$ cat config.mk
export PLATFORM = sky130hd
export DESIGN_NAME = xcvr_bus_pair
export DESIGN_NICKNAME = d
export VERILOG_FILES = /design/src/rtl/xcvr_pkg.sv /design/src/rtl/xcvr_capture.sv /design/src/rtl/xcvr_route.sv /design/src/rtl/xcvr_slice.sv /design/src/rtl/xcvr_bus_pair.sv
export SDC_FILE = /design/constraint.sdc
export NUM_CORES = 1
export LEC_CHECK = 0
export BUFFER_PORTS_ARGS = -buffer_cell sky130_fd_sc_hd__buf_2
export CAP_MARGIN = 30
export CORE_MARGIN = 3
export CORE_UTILIZATION = 48
export CTS_CLUSTER_SIZE = 10
export DETAILED_ROUTE_END_ITERATION = 8
export GPL_TIMING_DRIVEN = 0
export PLACE_DENSITY = 0.8
export RECOVER_POWER = 50
export REMOVE_ABC_BUFFERS = 1
export SYNTH_ARGS = -nofsm -noshare
export SYNTH_HDL_FRONTEND = slang
export SYNTH_SLANG_ARGS = --single-unit
$ cat constraint.sdc
create_clock -name clk -period 1.3 [get_ports clk]
set_input_delay 0.065 -clock clk [delete_from_list [all_inputs] [get_ports clk]]
set_output_delay 0.065 -clock clk [all_outputs]
set_load 0.02 [all_outputs]
$ cat src/rtl/xcvr_pkg.sv
package xcvr_pkg;

  // Source chosen for the driven bus of one direction
  typedef enum logic {
    ROUTE_LIVE   = 1'b0,
    ROUTE_STORED = 1'b1
  } route_e;

  // Which bus of a slice is driven
  typedef struct packed {
    logic a_en;
    logic b_en;
  } drive_t;

  // Decode of the active-low enable and direction into bus drives
  function automatic drive_t decode_drive(input logic oe_n, input logic dir);
    drive_t d;
    d.a_en = ~oe_n & ~dir;
    d.b_en = ~oe_n &  dir;
    return d;
  endfunction

endpackage

$ cat src/rtl/xcvr_capture.sv
module xcvr_capture #(
  parameter int WIDTH = 8
) (
  input  logic             clk,
  input  logic             rst_n,
  input  logic             strobe,
  input  logic [WIDTH-1:0] din,
  output logic [WIDTH-1:0] q
);

  logic             strobe_q;
  logic             load_en;
  logic [WIDTH-1:0] q_nxt;

  // rising strobe seen at this edge
  assign load_en = strobe & ~strobe_q;

  always_comb begin
    q_nxt = q;
    if (load_en) begin
      q_nxt = din;
    end
  end

  always_ff @(posedge clk or negedge rst_n) begin
    if (!rst_n) begin
      strobe_q <= 1'b0;
      q        <= '0;
    end else begin
      strobe_q <= strobe;
      q        <= q_nxt;
    end
  end

endmodule

$ cat src/rtl/xcvr_route.sv
module xcvr_route
  import xcvr_pkg::*;
#(
  parameter int WIDTH = 8
) (
  input  logic             oe_n,
  input  logic             dir,
  input  logic             sel_ab,
  input  logic             sel_ba,
  input  logic [WIDTH-1:0] a_live,
  input  logic [WIDTH-1:0] b_live,
  input  logic [WIDTH-1:0] a_store,
  input  logic [WIDTH-1:0] b_store,
  output logic [WIDTH-1:0] a_out,
  output logic             a_oe,
  output logic [WIDTH-1:0] b_out,
  output logic             b_oe
);

  drive_t           drv;
  route_e           src_to_a;
  route_e           src_to_b;
  logic [WIDTH-1:0] mux_to_a;
  logic [WIDTH-1:0] mux_to_b;

  assign drv      = decode_drive(oe_n, dir);
  assign src_to_a = route_e'(sel_ba);
  assign src_to_b = route_e'(sel_ab);

  // AND-OR mux with the consensus term: when live and stored bits agree,
  // the bit stays asserted across a select change.
  for (genvar i = 0; i < WIDTH; i++) begin : g_bit
    assign mux_to_a[i] = ((src_to_a == ROUTE_STORED) & b_store[i])
                       | ((src_to_a == ROUTE_LIVE)   & b_live[i])
                       | (b_store[i] & b_live[i]);
    assign mux_to_b[i] = ((src_to_b == ROUTE_STORED) & a_store[i])
                       | ((src_to_b == ROUTE_LIVE)   & a_live[i])
                       | (a_store[i] & a_live[i]);
  end

  assign a_oe  = drv.a_en;
  assign b_oe  = drv.b_en;
  assign a_out = mux_to_a & {WIDTH{drv.a_en}};
  assign b_out = mux_to_b & {WIDTH{drv.b_en}};

endmodule

$ cat src/rtl/xcvr_slice.sv
module xcvr_slice #(
  parameter int WIDTH = 8
) (
  input  logic             clk,
  input  logic             rst_n,
  input  logic             oe_n,
  input  logic             dir,
  input  logic             cap_ab,
  input  logic             cap_ba,
  input  logic             sel_ab,
  input  logic             sel_ba,
  input  logic [WIDTH-1:0] a_in,
  input  logic [WIDTH-1:0] b_in,
  output logic [WIDTH-1:0] a_out,
  output logic             a_oe,
  output logic [WIDTH-1:0] b_out,
  output logic             b_oe,
  output logic [WIDTH-1:0] store_a,
  output logic [WIDTH-1:0] store_b
);

  xcvr_capture #(.WIDTH(WIDTH)) u_cap_a (
    .clk    (clk),
    .rst_n  (rst_n),
    .strobe (cap_ab),
    .din    (a_in),
    .q      (store_a)
  );

  xcvr_capture #(.WIDTH(WIDTH)) u_cap_b (
    .clk    (clk),
    .rst_n  (rst_n),
    .strobe (cap_ba),
    .din    (b_in),
    .q      (store_b)
  );

  xcvr_route #(.WIDTH(WIDTH)) u_route (
    .oe_n    (oe_n),
    .dir     (dir),
    .sel_ab  (sel_ab),
    .sel_ba  (sel_ba),
    .a_live  (a_in),
    .b_live  (b_in),
    .a_store (store_a),
    .b_store (store_b),
    .a_out   (a_out),
    .a_oe    (a_oe),
    .b_out   (b_out),
    .b_oe    (b_oe)
  );

endmodule

$ cat src/rtl/xcvr_bus_pair.sv
module xcvr_bus_pair #(
  parameter int NSLICE = 2,
  parameter int WIDTH  = 8
) (
  input  logic                    clk,
  input  logic                    rst_n,
  input  logic [NSLICE-1:0]       oe_n,
  input  logic [NSLICE-1:0]       dir,
  input  logic [NSLICE-1:0]       cap_ab,
  input  logic [NSLICE-1:0]       cap_ba,
  input  logic [NSLICE-1:0]       sel_ab,
  input  logic [NSLICE-1:0]       sel_ba,
  input  logic [NSLICE*WIDTH-1:0] a_in,
  output logic [NSLICE*WIDTH-1:0] a_out,
  output logic [NSLICE-1:0]       a_oe,
  input  logic [NSLICE*WIDTH-1:0] b_in,
  output logic [NSLICE*WIDTH-1:0] b_out,
  output logic [NSLICE-1:0]       b_oe
);

  localparam int BUS_W = NSLICE * WIDTH;

  logic [BUS_W-1:0] store_a_q;
  logic [BUS_W-1:0] store_b_q;

  for (genvar s = 0; s < NSLICE; s++) begin : g_slice
    xcvr_slice #(.WIDTH(WIDTH)) u_slice (
      .clk     (clk),
      .rst_n   (rst_n),
      .oe_n    (oe_n[s]),
      .dir     (dir[s]),
      .cap_ab  (cap_ab[s]),
      .cap_ba  (cap_ba[s]),
      .sel_ab  (sel_ab[s]),
      .sel_ba  (sel_ba[s]),
      .a_in    (a_in[s*WIDTH +: WIDTH]),
      .b_in    (b_in[s*WIDTH +: WIDTH]),
      .a_out   (a_out[s*WIDTH +: WIDTH]),
      .a_oe    (a_oe[s]),
      .b_out   (b_out[s*WIDTH +: WIDTH]),
      .b_oe    (b_oe[s]),
      .store_a (store_a_q[s*WIDTH +: WIDTH]),
      .store_b (store_b_q[s*WIDTH +: WIDTH])
    );
  end

endmodule

=== Yosys cells after proc, flatten, opt, wreduce, memory -nomap -nowiden ===
Index checks and enable logic that the tools add are counted.
Widths: inputs -> output; s select.

* Bits in registers: 36
* Input port bits: 46
* Output and inout port bits: 36

* Bitwise operators: 184

{| class="wikitable"
|+ Operators with widths
! kind !! number
|-
| $and 1x1->1 || 104
|-
| $or 1x1->1 || 64
|-
| $and 8x8->8 || 4
|-
| $not 1->1 || 12
|}

=== Logic depth before layout (Yosys ltp) ===
Gate-level depths: netlist (run 1).

* Depth after elaboration: 5
* Gate-level depth with buffers: 4
* Gate-level depth less buffers: 2

=== Hierarchy ===
A second synthesis (run 1) with hierarchy kept.

* Cells, all modules: 156
* Area total of the unflattened synthesis: 2024.4 um2

{| class="wikitable"
|+ Modules (own cells, without submodules)
! module !! instances !! cells an instance !! area each (um2)
|-
| xcvr_capture || 4 || 19 || 370.4
|-
| xcvr_route || 2 || 40 || 271.5
|}

=== Least setup slack after synthesis (run 1) ===
No wires, ideal clock.

* Path type: reg2reg
* Start: register g_slice[0].u_slice.u_cap_a.strobe_q
* End: register g_slice[0].u_slice.u_cap_a.q[0]
* Library setup time: 0.125 ns
* Arrival: 0.884 ns
* Data required time: 1.175 ns
* Setup slack: 0.291 ns
* Cell stages (with the launch flop): 4
* Buffers on the path: 1
* Cell sequence: dfrtp_1 -> nand2b_4 -> buf_6 -> mux2_4

* Cells in the longest elaborated chain, start to end: 2

{| class="wikitable"
|+ RTL lines
! element !! RTL line !! text
|-
| start, declared || xcvr_capture.sv:11 || <nowiki>logic strobe_q;</nowiki>
|-
| start signal, assigned || xcvr_capture.sv:30 || <nowiki>strobe_q <= strobe;</nowiki>
|-
| $not 1->1 || xcvr_capture.sv:16 || <nowiki>assign load_en = strobe & ~strobe_q;</nowiki>
|-
| $and 1x1->1 || xcvr_capture.sv:16 ||
|-
| end signal, assigned || xcvr_capture.sv:31 || <nowiki>q <= q_nxt;</nowiki>
|-
| end, declared || xcvr_capture.sv:8 || <nowiki>output logic [WIDTH-1:0] q</nowiki>
|}

No other way between the ends.
A chain may end at the register's enable or synchronous reset.

=== Worst setup path in the final report (run 1) ===
* Start: input cap_ba[1]
* End: register g_slice[1].u_slice.u_cap_b.q[3]

* Cells in the longest elaborated chain, start to end: 1

{| class="wikitable"
|+ RTL lines
! element !! RTL line !! text
|-
| start, declared || xcvr_bus_pair.sv:10 || <nowiki>input logic [NSLICE-1:0] cap_ba,</nowiki>
|-
| $and 1x1->1 || xcvr_capture.sv:16 ||
|-
| end signal, assigned || xcvr_capture.sv:31 ||
|-
| end, declared || xcvr_capture.sv:8 ||
|}

No other way between the ends.

==> results of run 1 <==
Yosys cell counts:
cell type  instances
nor2_1            32
nand2b_1           2
dfrtp_1           36
mux2_2             8
clkbuf_1           2
inv_1              4
mux2_4            24
buf_6              3
buf_4              4
mux2i_1           32
or2_1              2
buf_2              6
nand2b_4           4
nor2b_4            1
stage by stage:
stage                     power, mW  setup WS (ps)  hold WS [ps]
after floorplan                1.81            315          -231
after global placement         2.03            291           176
after detailed placement       2.05            274           189
after CTS                      2.86            172          17.7
after global routing           2.96           82.8          2.50
final                          2.80            164          7.76
power by group through the flow:
stage	sequential [mW]	clock, mW	combinational [mW]
finish	1.35	0.788	0.657
global route	1.38	0.865	0.723
CTS	1.36	0.814	0.691
detailed placement	1.37	0	0.679
global placement	1.37	0	0.663
floorplan	1.35	0	0.456
final cells by class:
type	count	area share
multi-input cells	105	0.387
flip-flops and latches	36	0.365
repair buffers	86	0.181
clock buffers	8	0.0365
well taps	48	0.0243
inverters	4	0.00608
sequential cells by signal, indices dropped and copies added, names as in the netlist:
register / cells
g_slice.u_slice.u_cap_b.strobe_q: 2
g_slice.u_slice.u_cap_b.q: 16
g_slice.u_slice.u_cap_a.q: 16
g_slice.u_slice.u_cap_a.strobe_q: 2
kinds of logic (layout without fill, tap and decap cells):
family,after synthesis,count (layout)
flip-flops,36,36
buffers and inverters,19,98
multiplexers,64,64
AND/OR/NAND/NOR,41,41
worst max-delay path: stages:
cell and delay, ps:
dlygate4sd3_1 520, clkbuf_1 160, nor2b_4 210, mux2_2 350
metal layers:
metal | vias to the layer above | GRT usage
met2 | 53 | 0.278
met3 | 7 | 0.0426
met5 | - | 0
li1 | 684 | -
met4 | 0 | 0.0626
met1 | 654 | 0.195
placed cells by master (no fill, tap or decap), drive strengths merged:
master        n
buf          74
clkbuf       15
dfrtp        36
dlygate4sd3   5
inv           4
mux2         32
mux2i        32
nand2b        6
nor2         32
nor2b         1
or2           2
final timing paths:
path / from / endpoint / slack, ps / cells past startpoint
worst max-delay path: cap_ba[1] / g_slice[1].u_slice.u_cap_b.q[3]$_DFFE_PN0P_ / 160 / 4
worst min-delay path: a_in[4] / g_slice[0].u_slice.u_cap_a.q[4]$_DFFE_PN0P_ / 8 / 2
worst max register to register: g_slice[0].u_slice.u_cap_b.strobe_q$_DFF_PN0_ / g_slice[0].u_slice.u_cap_b.q[0]$_DFFE_PN0P_ / 180 / 2
worst min register to register: g_slice[0].u_slice.u_cap_a.q[4]$_DFFE_PN0P_ / g_slice[0].u_slice.u_cap_a.q[4]$_DFFE_PN0P_ / 490 / 1
max in group asynchronous: rst_n / g_slice[0].u_slice.u_cap_a.q[3]$_DFFE_PN0P_ / 360 / 2
min in group asynchronous: rst_n / g_slice[0].u_slice.u_cap_a.q[0]$_DFFE_PN0P_ / 420 / 2
==> metrics.md, run 1 <==
| Metric | Value |
|---|---|
| Max Buffers Root-to-Sink | 2 |
| DR vias/cell | 4.87 |
| Seq cells post-synth | 36 |
| Fillers | between 300 and 400 |
| Average size of a mapped cell | around 13 µm² |
| Cell Count, Final, Fillers Out | 287 |
| Met2 wirelength from detailed routing | 1.84 mm |
| Overall Global Routing Usage | 0.162 |
| Number of vias in the routed layout | 1398 |
| Worst hold-check path type | input port to flop |
| Share of the synthesized area in compound gates (AO/OA/AOI/OAI) | 0 |
| Final design instance area without fill | 2470 µm² |
| Clk pin slew, worst setup/hold paths | 60 ps |
| Result of the run | completed |
| Fraction of the yosys area taken by sequential cells | 0.450 |
| Xor/xnor share of the synthesized area | 0 |
| Total setup buffers inserted after CTS | 0 |
| Placed Cells | about 270 |
| Final hold viol count | 0 |
| Max cap viols | 0 |
| Tightest Pin Transition | between 800 and 900 ps |
| Summed instance area of the synthesized netlist | 2000 µm² |
| CTS buffer count | 5 |
| Resized cells post-CTS | 0 |
| Setup skew after layout | 1.73 ps |
| Post-DR wirelength/cell | approximately 13 µm |
| Antenna violations before repair | 0 |
| Total overflow reported by the global router | 0 |
| Fin crit period | around 1100 ps |
| Peak clock frequency supported by timing | 0.881 GHz |
| Total of warnings raised by yosys | 0 |
| Post-DP HPWL | 2.87 mm |
| Multiplexer area fraction after synthesis | 0.385 |
| Share of the synthesized area in the top cell type | 0.450 |
| Initial core utilization | 0.523 |
| Part of the power in combinational logic | 0.235 |
| Top routing layer used | met4 |
| Depth of the CTS H-tree | 2 |
| Static power due to leakage | 1.37 nW |
| Instance area at placement | 2370 µm² |
| TritonCTS clock tree | built |
| Worst path arrival time | 1300 ps |
| Crit. End Element | flop |
| Startpoint class of the critical path | input port |
| Worst Path Max Fanout | 4 |
| Core outline area | ~3800 µm² |
| Die Ht | 70.6 µm |
| Number of hold buffers added after CTS | 5 |
| Kind of critical path | input port to flop |
| Switching Fraction | 0.264 |
| Total die area | 4980 µm² |
| Via count of the first global-routing pass | 1412 |
| Clk sinks | 36 |
| Peak supply drop | between 0.5 and 0.6 mV |
| Biggest area contributors in the synthesized netlist | dfrtp_1 (45%), mux2_4 (18%), mux2i_1 (16%), nor2_1 (6.0%), mux2_2 (4.5%) |
| Sw Pwr | 0.740 mW |
| Root Driver | clkbuf_8 |
| Aggregate negative setup slack | 0 ps |
| Register Area | 901 µm² |
| Number of DRC violations after detailed routing | 0 |
| Clock power frac | 0.282 |
| Required time at the endpoint of the critical path | 1470 ps |
| First-pass GRT wire length | 6.42 mm |
| Final critical-path share of the clock period | 0.874 |
| Count of boundary I/O pins | 82 |
| Share of post-route cells with drive strength above 1 | 0.477 |
| Antenna cells | 0 |
| Post-synthesis share of cell area spent on and, or, nand and nor gates | 0.107 |
| Cell type with the highest aggregate area in the netlist | dfrtp_1 |
| Dominant combinational cell family by area after synthesis | multiplexers |
| Pin count of the biggest net entering global routing | 37 |
| Clk Latency, worst-skew pair | 280 ps |
| Number of routed nets with antenna violations | 0 |
| Unrepaired setup endpoints after global routing | false |
| Total number of nets in the final design | 284 |
| Pwr Density | 1130 nW/µm² |
| Area of the multi-input gates | 955 µm² |
| Post-Syn Instances | 160 |
| DR WL met3 | 284 µm |
| M1 WL | around 1.6 mm |
| Number of slew-limit violations in the final report | 0 |
| Horizontal die dimension | a little over 70 µm |
| Number of setup violations in the final report | 0 |
| Site Rows | 22 |
| Worst slew margin | 0.439 |
| Routability congestion estimate from global placement | ~0.76 |
| Power share of the sequential group | 0.484 |
| Power Internal | 2.06 mW |
| Count of input and output buffers | 81 |
| Count of cell types in the netlist | 14 |
| Routed wire length | approximately 3.7 mm |
| Syn-to-layout area delta | 23.3% |
| Violation count after the first detailed-routing iteration | 40 |
| Fraction of the mapped netlist area in adder cells | 0 |
| Detailed-routing iteration count for the pre-antenna-repair pass | 4 |
| Layout Utilization | 0.645 |
Power figures use the tool's default switching activity.
==> run 2, diff against run 1 <==
Settings changed: ABC_AREA set to 1, GPL_TIMING_DRIVEN 0 to unset, PLACE_DENSITY 0.8 to 0.79.
==> run 2 against run 1 <==
Sequential share of layout area fell by 5.1 points. Cell count rose by 61%. Area after synthesis rose by 2.5%. Largest power group unchanged. Largest cell class unchanged.
==> metrics.md, run 2 <==
| Metric | Value |
|---|---|
| Number of vias in the routed layout | 2151 (was 1398) |
| Share of the synthesized area in the top cell type | 0.439 (was 0.450) |
| Instance area at placement | 2450 µm² (was 2370 µm²) |
| Async set or reset register ratio after synthesis | 1.00 (unchanged) |
| Kind of critical path | input port to output port (was input port to flop) |
| Worst slew margin | 0.460 (was 0.439) |
| Antenna cells | 0 (unchanged) |
| Start point of the critical path | a_in[3] (was cap_ba[1]) |
| Power Internal | 2.10 mW (was 2.06 mW) |
| Final hold viol count | 0 (unchanged) |
| Violation count after the first detailed-routing iteration | 112 (was 40) |
| TritonCTS clock tree | built (unchanged) |
| Final design instance area without fill | 2870 µm² (was 2470 µm²) |
| First-pass GRT wire length | 8.75 mm (was 6.42 mm) |
| Result of the run | completed (unchanged) |
| Clock power frac | 0.327 (was 0.282) |
| Number of flops mapped to enable cells by yosys | 0 (unchanged) |
| Fin crit period | 1180 ps (was 1140 ps) |
| Setup skew after layout | 1.87 ps (was 1.73 ps) |
| Dominant register cell in the synthesized netlist | dfrtp_1 (unchanged) |
| Syn-to-layout area delta | 39.9% (was 23.3%) |
| Share of post-route cells with drive strength above 1 | 0.280 (was 0.477) |
| Ordered cell list for the critical path | dlygate4sd3_1, buf_2, nand2_1, a21oi_2, buf_2 (was dlygate4sd3_1, clkbuf_1, nor2b_4, mux2_2) |
| Number of routed nets with antenna violations | 0 (unchanged) |
| Count of input and output buffers | 81 (unchanged) |
| Worst path arrival time | 1120 ps (was 1300 ps) |
| Most common library cell in the layout ignoring fill and taps | nand2_1 (was buf_2) |
| Bufs and invs on worst path | 3 (was 2) |
| Required time at the endpoint of the critical path | 1240 ps (was 1470 ps) |
| Die Ht | 71.4 µm (was 70.6 µm) |
| Clk sinks | 36 (unchanged) |
| Max cap viols | 0 (unchanged) |
| Horizontal die dimension | 71.4 µm (was 70.6 µm) |
| Delay of the slowest cell on the worst path | 540 ps (was 520 ps) |
| Detailed-routing iteration count for the pre-antenna-repair pass | 4 (unchanged) |
| Post-DR wirelength/cell | 11.2 µm (was 13.0 µm) |
| Initial core utilization | 0.506 (was 0.523) |
| Total of warnings raised by yosys | 0 (unchanged) |
| Worst Hold Depth | 3 (was 2) |
| Routability congestion estimate from global placement | 0.782 (was 0.760) |
| Standard cell with the maximum stage delay on the critical path | dlygate4sd3_1 (unchanged) |
| Power share of the sequential group | 0.446 (was 0.484) |
| Clk pin slew, worst setup/hold paths | 70 ps (was 60 ps) |
| Worst hold-check path type | input port to flop (unchanged) |
| Most used cell along the critical path | buf_2 |
| Top Registers | g_slice.u_slice.u_cap_a.q x16, g_slice.u_slice.u_cap_b.q x16 (unchanged) |
| Antenna violations before repair | 0 (unchanged) |
| HP Start | b_in[15] (was a_in[4]) |
| Setup slack after placement | 398 ps (was 274 ps) |
| Part of the power in combinational logic | 0.227 (was 0.235) |
| Pwr Density | 1030 nW/µm² (was 1130 nW/µm²) |
| Number of slew-limit violations in the final report | 0 (unchanged) |
| Depth of the CTS H-tree | 2 (unchanged) |
| Via count of the first global-routing pass | 2027 (was 1412) |
| Cell type with the highest aggregate area in the netlist | dfrtp_1 (unchanged) |
| Root Driver | clkbuf_8 (unchanged) |
| Commonest cells after routing, fill and taps aside | nand2_1 (163), buf_2 (78), dfrtp_1 (36) (was buf_2 (74), dfrtp_1 (36), mux2i_1 (32), nor2_1 (32), mux2_4 (20)) |
| Peak clock frequency supported by timing | 0.846 GHz (was 0.881 GHz) |
| Number of setup violations in the final report | 0 (unchanged) |
| Clk Latency, worst-skew pair | 280 ps (about the same) |
| Final worst setup slack | 118 ps (was 164 ps) |
| Average size of a mapped cell | 6.93 µm² (was 12.5 µm²) |
| Count of cell types in the netlist | 13 (was 14) |
| Final critical-path share of the clock period | 0.909 (was 0.874) |
| CP delay by family, top | buffers and inverters (unchanged) |
| Total overflow reported by the global router | 0 (unchanged) |
| CTS buffer count | 5 (unchanged) |
| Routed wire length | 5.15 mm (was 3.73 mm) |
| Aggregate negative setup slack | 0 ps (unchanged) |
| Total number of nets in the final design | 456 (was 284) |
| Post-Syn Instances | 296 (was 160) |
| Fillers | 333 (was 324) |
| Tightest Pin Transition | 811 ps (was 841 ps) |
| Seq cells post-synth | 36 (unchanged) |
| Fraction of the yosys area taken by sequential cells | 0.439 (was 0.450) |
| Static power due to leakage | 1.66 nW (was 1.37 nW) |
| Summed instance area of the synthesized netlist | 2050 µm² (was 2000 µm²) |
| Library cell with the highest instance count after synthesis | nand2_1 (was dfrtp_1) |
| Worst Path Max Fanout | 2 (was 4) |
| Crit. End Element | output port (was flop) |
| Pin count of the biggest net entering global routing | 37 (unchanged) |
| Site Rows | 23 (was 22) |
| Resized cells post-CTS | 0 (unchanged) |
| Biggest area contributors in the synthesized netlist | dfrtp_1 (44%), nand2_1 (29%), a21oi_2 (6.8%), nor2_1 (5.7%), inv_1 (4.4%) (was dfrtp_1 (45%), mux2_4 (18%), mux2i_1 (16%), nor2_1 (6.0%), mux2_2 (4.5%)) |
| Overall Global Routing Usage | 0.212 (was 0.162) |
| Count of boundary I/O pins | 82 (unchanged) |
| Total die area | 5100 µm² (was 4980 µm²) |
| Startpoint class of the critical path | input port (unchanged) |
| Peak supply drop | 0.571 mV (was 0.552 mV) |
| Max Buffers Root-to-Sink | 2 (unchanged) |
| Unrepaired setup endpoints after global routing | false (unchanged) |
| Post-synth top cells | nand2_1 (161), dfrtp_1 (36), nor2_1 (31), inv_1 (24), a21oi_2 (16) (was dfrtp_1 (36), mux2i_1 (32), nor2_1 (32), mux2_4 (24), mux2_2 (8)) |
| Number of cells on the critical path | 5 (was 4) |
| Start of the worst register-to-register path | g_slice[0].u_slice.u_cap_b.strobe_q$_DFF_PN0_ (unchanged) |
| Layout Utilization | 0.707 (was 0.645) |
| Post-DP HPWL | 3.32 mm (was 2.87 mm) |
| Switching Fraction | 0.293 (was 0.264) |
| Core outline area | 4060 µm² (was 3830 µm²) |
| Register-to-Register Path Depth | 3 (was 2) |
| Sw Pwr | 0.869 mW (was 0.740 mW) |
| DR vias/cell | 4.67 (was 4.87) |
| Number of DRC violations after detailed routing | 0 (unchanged) |
## run 2: cell count changes in the layout (fill, tap and decap cells not counted), moves of 4 or more
| cell | previous run | this run |
|---|---|---|
| a21oi_2 | 0 | 16 |
| buf_2 | 74 | 78 |
| dlygate4sd3_1 | 5 | 35 |
| inv_1 | 4 | 24 |
| inv_2 | 0 | 6 |
| mux2_1 | 4 | 0 |
| mux2_2 | 8 | 0 |
| mux2_4 | 20 | 0 |
| mux2i_1 | 32 | 0 |
| nand2_1 | 0 | 163 |
| nor2_2 | 0 | 4 |
## run 2: worst min-delay path: stages
cell     delay, ps
buf_2           90
nand2_1         50
nand2_1         50
## run 2: cells by family after synthesis
family	Yosys count	share of synthesized area
AND/OR/NAND/NOR	204	0.393
buffers and inverters	40	0.100
flip-flops	36	0.439
AO/OA/AOI/OAI	16	0.0683
## run 2: per-layer routing
metal / global-route usage / share of wire
met2: 0.358 / 0.50
met1: 0.263 / 0.42
met3: 0.0449 / 0.060
met5: 0 / 0
met4: 0.0856 / 0.022
## run 2: area by class of cell
class / count / area [µm²] / area share
multi-input combinational: 220 / 931 / 0.324
sequential: 36 / 901 / 0.314
clock buffer: 6 / 72.6 / 0.0253
timing repair buffer: 117 / 756 / 0.263
clock inverter: 2 / 35.0 / 0.0122
inverter: 30 / 113 / 0.0392
tap: 50 / 62.6 / 0.0218
## run 2: repair_timing
item	in CTS	in global routing
setup endpoints to repair	0	0
hold buffers	35	0
endpoints found under the hold margin	70	0
buffers inserted	0	0
## run 2: power by group through the flow
stage / Clock (mW) / Combinational, mW / Sequential (mW)
floorplan: 0 / 0.370 / 1.32
global placement: 0 / 0.588 / 1.34
detailed placement: 0 / 0.606 / 1.34
CTS: 0.993 / 0.686 / 1.32
global route: 1.04 / 0.759 / 1.34
finish: 0.969 / 0.674 / 1.32
## run 2: final timing paths
| kind | to | slack (ps) |
|---|---|---|
| min | g_slice[1].u_slice.u_cap_b.q[7]$_DFFE_PN0P_ | 9 |
| min in group asynchronous | g_slice[0].u_slice.u_cap_a.q[1]$_DFFE_PN0P_ | 510 |
| max in group asynchronous | g_slice[1].u_slice.u_cap_a.q[1]$_DFFE_PN0P_ | 270 |
| max | b_out[3] | 120 |
| min reg2reg | g_slice[0].u_slice.u_cap_b.q[1]$_DFFE_PN0P_ | 480 |
| max reg2reg | g_slice[0].u_slice.u_cap_b.q[4]$_DFFE_PN0P_ | 280 |
## run 2: metrics by stage
stage | cells | power, mW | hold slack (ps)
floorplan | 286 | 1.69 | -231
global placement | 418 | 1.93 | 40.6
detailed placement | 418 | 1.95 | 44.5
CTS | 461 | 3.00 | 3.03
global route | 461 | 3.14 | 27.1
finish | 461 | 2.97 | 8.80
